<file path="config.mk">
export PLATFORM = sky130hd
export DESIGN_NAME = pswal_divider
export DESIGN_NICKNAME = d
export VERILOG_FILES = /design/src/rtl/pswal_pkg.sv /design/src/rtl/pswal_prediv.sv /design/src/rtl/pswal_prescaler.sv /design/src/rtl/pswal_ctrl.sv /design/src/rtl/pswal_divider.sv
export SDC_FILE = /design/constraint.sdc
export NUM_CORES = 1
export LEC_CHECK = 0
export BUFFER_PORTS_ARGS = -buffer_cell sky130_fd_sc_hd__buf_2
export CAP_MARGIN = 15
export CORE_ASPECT_RATIO = 0.6
export CORE_MARGIN = 1
export CORE_UTILIZATION = 25
export DETAILED_ROUTE_END_ITERATION = 7
export MAX_ROUTING_LAYER = met4
export PLACE_DENSITY_LB_ADDON = 0.2
export SETUP_SLACK_MARGIN = 0.15
export SYNTH_ARGS = -nofsm -noshare
export SYNTH_HDL_FRONTEND = slang
export SYNTH_SLANG_ARGS = --single-unit
</file>
<file path="constraint.sdc">
create_clock -name clk_i -period 4.5 [get_ports clk_i]
set_input_delay 0.9 -clock clk_i [delete_from_list [all_inputs] [get_ports clk_i]]
set_output_delay 0.9 -clock clk_i [all_outputs]
set_load 0.03 [all_outputs]
</file>
<file path="src/rtl/pswal_pkg.sv">
package pswal_pkg;
  typedef enum logic {
    MODE_BASE    = 1'b0,
    MODE_SWALLOW = 1'b1
  } pswal_mode_e;
endpackage

</file>
<file path="src/rtl/pswal_prediv.sv">
module pswal_prediv #(
  parameter bit PRE_DIV2 = 1'b0
) (
  input  logic clk,
  input  logic rst_n,
  output logic en
);
  generate
    if (PRE_DIV2) begin : g_div2
      logic ph_q, ph_d;
      assign ph_d = ~ph_q;
      always_ff @(posedge clk or negedge rst_n) begin
        if (!rst_n) ph_q <= 1'b0;
        else        ph_q <= ph_d;
      end
      assign en = ph_q;

      // the enable alternates, halving the rate seen by the chain
      p_en_alternate_r6: assert property (@(posedge clk) disable iff (!rst_n)
        en |=> !en);
    end else begin : g_pass
      logic unused_pass;
      assign unused_pass = clk ^ rst_n;
      assign en = 1'b1;
    end
  endgenerate
endmodule

</file>
<file path="src/rtl/pswal_prescaler.sv">
module pswal_prescaler #(
  parameter int P = 8
) (
  input  logic clk,
  input  logic rst_n,
  input  logic en,
  input  logic swallow,
  output logic pre_tc
);
  localparam int CW = $clog2(P + 1);

  logic [CW-1:0] cnt_q, cnt_d, term;

  assign term   = swallow ? CW'(P) : CW'(P - 1);
  assign pre_tc = en && (cnt_q == term);

  always_comb begin
    cnt_d = cnt_q;
    if (en) begin
      if (pre_tc) cnt_d = '0;
      else        cnt_d = cnt_q + CW'(1);
    end
  end

  always_ff @(posedge clk or negedge rst_n) begin
    if (!rst_n) cnt_q <= '0;
    else        cnt_q <= cnt_d;
  end

  // a group never runs past the P+1 terminal
  p_cnt_bound_r4: assert property (@(posedge clk) disable iff (!rst_n)
    cnt_q <= CW'(P));
endmodule

</file>
<file path="src/rtl/pswal_ctrl.sv">
module pswal_ctrl
  import pswal_pkg::*;
#(
  parameter int NW = 4,
  parameter int SW = 3
) (
  input  logic          clk,
  input  logic          rst_n,
  input  logic          pre_tc,
  input  logic [NW-1:0] n_val,
  input  logic [SW-1:0] s_val,
  output logic          cyc_end,
  output pswal_mode_e   mode
);
  logic [NW-1:0] prog_q, prog_d;
  logic [SW-1:0] sw_q, sw_d;
  pswal_mode_e   mode_q, mode_d;

  assign cyc_end = pre_tc && (prog_q <= NW'(1));
  assign mode    = mode_q;

  always_comb begin
    prog_d = prog_q;
    sw_d   = sw_q;
    mode_d = mode_q;
    if (cyc_end) begin
      prog_d = n_val;
      sw_d   = s_val;
      mode_d = (s_val != '0) ? MODE_SWALLOW : MODE_BASE;
    end else if (pre_tc) begin
      prog_d = prog_q - NW'(1);
      if (sw_q != '0) begin
        sw_d = sw_q - SW'(1);
        if (sw_q == SW'(1)) mode_d = MODE_BASE;
      end
    end
  end

  always_ff @(posedge clk or negedge rst_n) begin
    if (!rst_n) begin
      prog_q <= NW'(1);
      sw_q   <= '0;
      mode_q <= MODE_BASE;
    end else begin
      prog_q <= prog_d;
      sw_q   <= sw_d;
      mode_q <= mode_d;
    end
  end

  // the mode register only moves on the edge closing a prescaler group
  p_mode_on_tc_r4: assert property (@(posedge clk) disable iff (!rst_n)
    !pre_tc |=> $stable(mode_q));
  // swallow mode implies swallow groups remain
  p_swallow_nonzero_r4: assert property (@(posedge clk) disable iff (!rst_n)
    (mode_q == MODE_SWALLOW) |-> (sw_q != '0));
  // the release to base mode follows a prescaler terminal event
  p_release_after_tc_r3: assert property (@(posedge clk) disable iff (!rst_n)
    (mode_q == MODE_BASE && $past(mode_q) == MODE_SWALLOW) |-> $past(pre_tc));
endmodule

</file>
<file path="src/rtl/pswal_divider.sv">
module pswal_divider
  import pswal_pkg::*;
#(
  parameter int P        = 8,
  parameter int NW       = 4,
  parameter int SW       = 3,
  parameter bit PRE_DIV2 = 1'b0
) (
  input  logic          clk_i,
  input  logic          rst_ni,
  input  logic [NW-1:0] n_val_i,
  input  logic [SW-1:0] s_val_i,
  output logic          div_pulse_o,
  output logic          mod_ctl_o
);
  logic        en;
  logic        pre_tc;
  logic        cyc_end;
  pswal_mode_e mode;

  pswal_prediv #(.PRE_DIV2(PRE_DIV2)) u_prediv (
    .clk(clk_i), .rst_n(rst_ni), .en(en)
  );

  pswal_prescaler #(.P(P)) u_pre (
    .clk(clk_i), .rst_n(rst_ni), .en(en),
    .swallow(mode == MODE_SWALLOW), .pre_tc(pre_tc)
  );

  pswal_ctrl #(.NW(NW), .SW(SW)) u_ctrl (
    .clk(clk_i), .rst_n(rst_ni), .pre_tc(pre_tc),
    .n_val(n_val_i), .s_val(s_val_i),
    .cyc_end(cyc_end), .mode(mode)
  );

  assign div_pulse_o = cyc_end;
  assign mod_ctl_o   = (mode == MODE_SWALLOW);

  // output pulse lasts a single input cycle
  p_pulse_single_r2: assert property (@(posedge clk_i) disable iff (!rst_ni)
    div_pulse_o |=> !div_pulse_o);
  // outputs quiet while held in reset
  p_reset_quiet_r7: assert property (@(posedge clk_i)
    !rst_ni |-> (!div_pulse_o && !mod_ctl_o));
endmodule

</file>
After elaboration in Yosys (flattened, before gate mapping)
Index checks and enable logic that the tools add are counted.
W data, S select, Z words.
{ "totals": {"output_inout_bits": 2, "ff_bits": 12, "wordCells": 30} }
{ "classes": {"magnitude_cmp": 1, "add_sub_neg": 3, "mux": 12, "eq_ne": 2, "n_reduce_logical": 8} }
{ "op_table": {"columns": ["op", "n"], "rows": [
  ["$mux W4", 4],
  ["$mux W3", 3],
  ["$reduce_bool A2 Y1", 3],
  ["$reduce_bool A3 Y1", 2],
  ["$mux W1", 5],
  ["$add A4 B1 Y4 const B", 1],
  ["$eq A4 B4 Y1", 1],
  ["$le A4 B1 Y1 const B", 1],
  ["$sub A4 B1 Y4 const B", 1],
  ["$eq A3 B1 Y1 const B", 1],
  ["$reduce_and A3 Y1", 1],
  ["$sub A3 B1 Y3 const B", 1],
  ["$reduce_and A2 Y1", 1],
  ["$logic_and A1 B1 Y1", 1]
]} }

Longest topological paths before layout
Gate-level depths: netlist of the first run.
{ "depth": {"ltp_word": 5, "depth_mapped": 7, "mapped_depth_nobuf": 6} }

Cells and area by module
From an unflattened synthesis of the first run, not the netlist that was laid out.
{ "hier_totals": {"cells_unflattened": 87, "area_unflattened_um2": 847.1} }
{ "by_module_without_submodules": {"columns": ["module", "area_each_um2", "cells_each", "n_inst", "seq_area_each_um2"], "rows": [
  ["pswal_ctrl", 601.8, 64, 1, 201.4],
  ["pswal_prescaler", 234.0, 21, 1, 100.1],
  ["pswal_prediv", 11.3, 2, 1, 0.0]
]} }

Worst setup path after synthesis of the first run
No wires, ideal clock.
{ "synth_timing": {"kind": "register to output", "from": "reg u_ctrl.mode_q (netlist: u_ctrl.mode)", "to": "out div_pulse_o", "path_slack_ns": 1.948, "path_buffers": 0, "arrival_time_ns": 1.652, "path_stages_with_launch": 4, "t_required_ns": 3.600, "path_cell_list": "dfrtp_1 -> or3b_4 -> o32a_2 -> nor2_1"} }
{ "synth_between": {"elab_chain_len": 3} }
{ "synth_rtl": {"columns": ["item", "line_no", "source"], "rows": [
  ["from (decl)", "pswal_ctrl.sv:17", "pswal_mode_e mode_q, mode_d;"],
  ["from (signal assigned)", "pswal_ctrl.sv:47", "mode_q <= mode_d;"],
  ["$mux W4", "pswal_prescaler.sv:14", "assign term = swallow ? CW'(P) : CW'(P - 1);"],
  ["$eq A4 B4 Y1", "pswal_prescaler.sv:15", "assign pre_tc = en && (cnt_q == term);"],
  ["$logic_and A1 B1 Y1", "pswal_ctrl.sv:19", "assign cyc_end = pre_tc && (prog_q <= NW'(1));"],
  ["to (decl)", "pswal_divider.sv:13", "output logic div_pulse_o,"]
]} }
Every way passes these cells.

Final worst setup path of the first run
{ "layout_timing": {"from": "reg u_ctrl.prog_q[0]", "to": "out div_pulse_o"} }
{ "layout_between": {"elab_chain_len": 2} }
{ "layout_rtl": {"columns": ["item", "line_no", "source"], "rows": [
  ["from (decl)", "pswal_ctrl.sv:15", "logic [NW-1:0] prog_q, prog_d;"],
  ["from (signal assigned)", "pswal_ctrl.sv:45", "prog_q <= prog_d;"],
  ["$le A4 B1 Y1", "pswal_ctrl.sv:19", null],
  ["$logic_and A1 B1 Y1", "pswal_ctrl.sv:19", null]
]} }
Every way passes these cells.

==> summary.txt, run 1 <==
TritonRoute pass-1 iters: 4
Count of boundary I/O pins: 11
Pre-CTS WS: 1962 ps
Tcrit/Tclk final: 0.6206
Clock sinks: 12
Critical path class: reg2out
WP data arrival: 1890 ps
Detailed Place HPWL: 1.211 mm
Worst setup margin: 1707 ps
CTS tree: yes
Clk buf depth: 2
Final setup TNS: 0 ps
Tmin final: 2793 ps
Post-synth EDFFs: 0
Area leader, netlist: dfrtp_1
Diodes inserted: 0
Crit Path Max Fanout: 9
Final WL: 1.615 mm
Post-Syn Instances: 77
Die Ht: 44.48 um
Share of post-route cells with drive strength above 1: 0.2697
Area growth from synthesis to layout: 18.47%
Worst IR drop on VDD: 0.0002044 V
Max Cap Viol: 0
Total CTS buffers: 3
CP peak stage delay: 550 ps
First-pass GRT wire length: 2.732 mm
Average wire per standard cell: 12.52 um
CTS HTree Levels: 1
Slew @ Worst Pin: 1003 ps
Worst min path class: in2async
Final ANT Viol Nets: 0
Critical path cell sequence: inv_1 > ha_1 > or2_1 > nand2_1 > nor2_1 > buf_2
Synth Warn #: 0
Remaining Overflow, GRT: 0
Syn nets: 92
Initial DRC Count: 25
Final hold slack: 532.2 ps
Layout net count: 105
Worst skew pair latency: 250 ps
Synth top area share: 0.3661
Vias per cell: 4.504
R2r worst-path depth: 4
Initial core utilization: 0.2806
Vias in the first global route: 602
Top delay family on crit path: simple AND/OR/NAND/NOR gates
Vias: 581
Synth Flop Type: dfrtp_1
Die X: 72.81 um
Avg Cell Area, Syn: 9.766 um2
Residual DRC: 0
Max_slew headroom: 0.3316
WP depth: 6
Critical path buffers and inverters: 2
Critical path's slowest cell: dfstp_2
Setup violators final: 0
FMAX: 358.1 MHz
Post-CTS Hold Buffers: 0
Setup Fix Bufs, Post-CTS: 0
Flop2flop setup slack: 2550 ps
Worst R2R Start: u_pre.cnt_q[0]
Ys async rst share: 1.000
Critical Path Sink Type: output pin
Core Region: 2680 um2
Post-synthesis cell area: 752.0 um2
Final hold vios: 0
FP Rows: 14
Top post-synthesis cells by area: dfrtp_1, ha_1, a21oi_1
Fin util: 0.3324
DIE AREA: 3238 um2
Port-buffer cells: 10
Clock-pin transition on the worst setup and hold timing paths: 60 ps
Yosys reg bits: 12
Status: finished clean
Clock skew: 5.650 ps
Crit path launch type: register
Power per cell area: 663.0 nW/um2
Initial antenna violation count: 0
Pin count of the biggest net entering global routing: 13
Post-CTS sizing: 0
Reg2reg end: u_ctrl.mode
Unrepaired setup endpoints after global routing: false
Total track usage: 0.1187
Pleak: 0.0003908 uW
CP startpoint: u_ctrl.prog_q[0]
Max Slew Vio Count: 0
WP data required: 3600 ps
Root Driver: clkbuf_8
Global placement routability congestion: 0.7416
Seq/Total Area, Yosys: 0.4010
Cell variety after synth: 33
==> flip-flops by register name, indices dropped and copies added, names as in the netlist <==
signal and cells:
u_pre.cnt_q 4, u_ctrl.sw_q 3, u_ctrl.mode 1, u_ctrl.prog_q 4
==> layout make-up <==
class	instances	area, um2
multi-input combinational	55	404.1
fill	290	1789
inverter	8	30.03
timing repair buffer	10	50.05
clock buffer	4	55.05
sequential	12	301.5
tap	40	50.05
==> metal layers <==
metal	global-route usage	part of all wire
met1	0.1600	0.56
met2	0.1664	0.37
met3	0.04784	0.064
met4	0.02353	0
met5	-	0
==> power breakdown <==
group	switching [uW]	leakage, uW	internal (uW)
registers	54.6	0.000139	164
logic	136	0.000223	114
clock network	44.9	0.0000288	77.5
total	236	0.000391	355
==> cells by family after synthesis <==
group / Yosys count / share of synthesized area
AOI/OAI and AO/OA: 26 / 0.2729
xor gates and xnor gates: 1 / 0.01165
adders and majority gates: 6 / 0.09983
buffers and inverters: 10 / 0.06156
DFF: 12 / 0.4010
muxes: 1 / 0.01331
and+or+nand+nor: 21 / 0.1398
==> per-stage QoR <==
stage          power, uW  std cells  instance area, um2
6_report           590.6        129               890.9
4_1_cts            593.6        129               890.9
3_5_place_dp       468.6        125               835.8
3_3_place_gp       464.2        125               835.8
5_1_grt            639.8        129               890.9
2_1_floorplan      413.2         77               752.0
==> cell usage after synthesis (2+ instances only) <==
cell        n
a21oi_1     6
ha_1        6
o2bb2ai_1   2
inv_1       8
nand2b_1    2
nor3_1      2
nand2_1     5
o21ai_0     4
a22oi_2     2
o21ai_1     2
nor2_1      6
dfrtp_1    11
==> worst max path at each step <==
stage	slack, ps	to
2_1_floorplan	1950	div_pulse_o
3_3_place_gp	2030	div_pulse_o
3_5_place_dp	1960	div_pulse_o
4_1_cts	1700	div_pulse_o
5_1_grt	1620	div_pulse_o
6_report	1710	div_pulse_o
==> cell usage in the layout, fill, tap and decap left out, drive strengths merged, types with 2 or more instances in the layout <==
cell type	instances
a22oi	3
o2bb2ai	2
inv	8
and2	2
buf	10
nor3	2
a21oi	7
nand2b	2
clkbuf	4
o21ai	7
dfrtp	11
nor2	6
ha	6
nand2	5
Note: power is estimated with default switching activity, not from simulation.
==> inputs of run 2 (changes only) <==
Clock period 4.5 ns to 2.6 ns, I/O delays scaled along.
==> run 2 against run 1 <==
Sequential cell count did not move; non-clock buffer count rose by 2; setup slack got worse by 1300 ps; total power rose by 69%; clock power rose by 47%; largest power group unchanged.
==> summary.txt, run 2 (same netlist as run 1, synthesis figures left out) <==
Status: finished clean
Overall Power: 997.2 uW (+69%)
Worst skew pair latency: 240 ps (about the same)
NetSw: 401.4 uW (+70%)
FP Rows: 14 (unchanged)
Clock sinks: 12 (unchanged)
Worst IR drop on VDD: 0.0002826 V (+38%)
Unrepaired setup endpoints after global routing: false
Max Cap Viol: 0 (unchanged)
Initial antenna violation count: 0 (unchanged)
Remaining Overflow, GRT: 0 (unchanged)
Setup violators final: 0 (unchanged)
Sequential fraction of design power: 0.376 (+0.007)
Initial DRC Count: 18 (-28%)
Placed inst area: 850.8 um2 (+1.8%)
Vias in the first global route: 562 (-6.6%)
Worst min path class: in2async
Final setup TNS: 0 ps (unchanged)
Area growth from synthesis to layout: 19.13%
Detailed Place HPWL: 1.235 mm (+2.0%)
Die Ht: 44.48 um (unchanged)
P_int: 595.8 uW (+68%)
WP data arrival: 1670 ps (-220 ps)
Port-buffer cells: 10 (unchanged)
Clock-pin transition on the worst setup and hold timing paths: 50 ps (about the same)
Post-CTS sizing: 0 (unchanged)
Biggest regs: u_ctrl.prog_q (4), u_pre.cnt_q (4), u_ctrl.sw_q (3)
Setup Fix Bufs, Post-CTS: 0 (unchanged)
Post-CTS Hold Buffers: 0 (unchanged)
Reg2reg end: u_ctrl.sw_q[0]
Critical Path Sink Type: output pin
Clock skew: 3.812 ps (-1.837 ps)
Comb pwr share: 0.445 (+0.022)
Vias: 592 (+1.9%)
WP data required: 2080 ps (-1520 ps)
Slew @ Worst Pin: 427.3 ps (-575.4 ps)
Final WL: 1.608 mm (-0.43%)
Tmin final: 2187 ps
Flop2flop setup slack: 720 ps (-1830 ps)
Initial core utilization: 0.2806 (unchanged)
First-pass GRT wire length: 2.808 mm (+2.8%)
Layout net count: 107 (+1.9%)
Worst R2R Start: u_ctrl.prog_q[0]
Clk pwr share: 0.179 (-0.028)
Root Driver: clkbuf_8
Critical path class: reg2out
Core Region: 2680 um2 (unchanged)
DIE AREA: 3238 um2 (unchanged)
Final ANT Viol Nets: 0 (unchanged)
TritonRoute pass-1 iters: 5 (+1)
Final hold slack: 153.4 ps (-378.9 ps)
R2r worst-path depth: 6 (+2)
Average wire per standard cell: 12.27 um (-2.0%)
CTS tree: yes
Max Slew Vio Count: 0 (unchanged)
Final Cell Area: 895.9 um2 (+0.56%)
Count of boundary I/O pins: 11 (unchanged)
Commonest non-fill, non-tap cell in the layout: dfrtp_1
Pleak: 0.0003944 uW (+0.91%)
FMAX: 457.2 MHz
Sw Share: 0.4026 (+0.003422)
Vias per cell: 4.519 (+0.34%)
Clk buf depth: 2 (unchanged)
Die X: 72.81 um (unchanged)
Final hold vios: 0 (unchanged)
Diodes inserted: 0 (unchanged)
Tcrit/Tclk final: 0.8413
Total track usage: 0.1260 (+0.007229)
CTS HTree Levels: 1 (unchanged)
Share of post-route cells with drive strength above 1: 0.2747 (+0.005062)
Crit Path Max Fanout: 6 (-3)
Fillers: 284 (-2.1%)
Pin count of the biggest net entering global routing: 13 (unchanged)
Max_slew headroom: 0.7150 (+0.3834)
Global placement routability congestion: 0.8178 (+10%)
Crit path launch type: register
Residual DRC: 0 (unchanged)
Total CTS buffers: 3 (unchanged)
Most frequent cells in the layout: dfrtp_1, buf_2, inv_1
Power per cell area: 1113 nW/um2 (+68%)
run 2: changes by cell type in the layout (fill, tap and decap cells not counted), sizes merged:
cell | previous run | this run
buf | 10 | 12
run 2: layout make-up:
type	count	area, um2	area share
multi-input combinational	55	404.1	0.4511
sequential	12	301.5	0.3366
timing repair buffer	12	65.06	0.07263
tap	40	50.05	0.05587
clock buffer	4	45.04	0.05028
inverter	8	30.03	0.03352
run 2: worst max-delay path by stage:
stage                start          end  slack [ps]  cells after the start
6_report       u_ctrl.mode  div_pulse_o         410                      4
5_1_grt        u_ctrl.mode  div_pulse_o         310                      4
4_1_cts        u_ctrl.mode  div_pulse_o         400                      4
3_5_place_dp   u_ctrl.mode  div_pulse_o         670                      4
3_3_place_gp   u_ctrl.mode  div_pulse_o         660                      4
2_1_floorplan  u_ctrl.mode  div_pulse_o         430                      3
run 2: power by group through the flow:
| stage | sequential [uW] | clock [uW] | combinational (uW) |
|---|---|---|---|
| floorplan | 370 | 0 | 345 |
| global placement | 376 | 0 | 444 |
| detailed placement | 378 | 0 | 441 |
| CTS | 376 | 186 | 445 |
| global route | 395 | 196 | 503 |
| finish | 375 | 179 | 443 |
run 2: metal layers:
metal  up-vias  GRT usage  share of wire  wire [um]
met5         -          -              0          0
met3         0    0.05695          0.076        123
li1        300          -              -          -
met2        16     0.1551           0.35        565
met4         0    0.03529              0          0
met1       276     0.1782           0.57        919
run 2: critical path, cell delays in order (launching register included):
cell     delay [ps]
dfrtp_1         440
or3b_4          420
o32a_2          240
nor2_1          120
buf_2           200
run 2: stage by stage:
step                instances  setup slack (ps)  utilization
finish                    131             412.6       0.3343
global route              131             308.3       0.3343
CTS                       131             400.2       0.3343
detailed placement        127             671.7       0.3175
global placement          127             659.7       0.3175
floorplan                  77             427.6            -
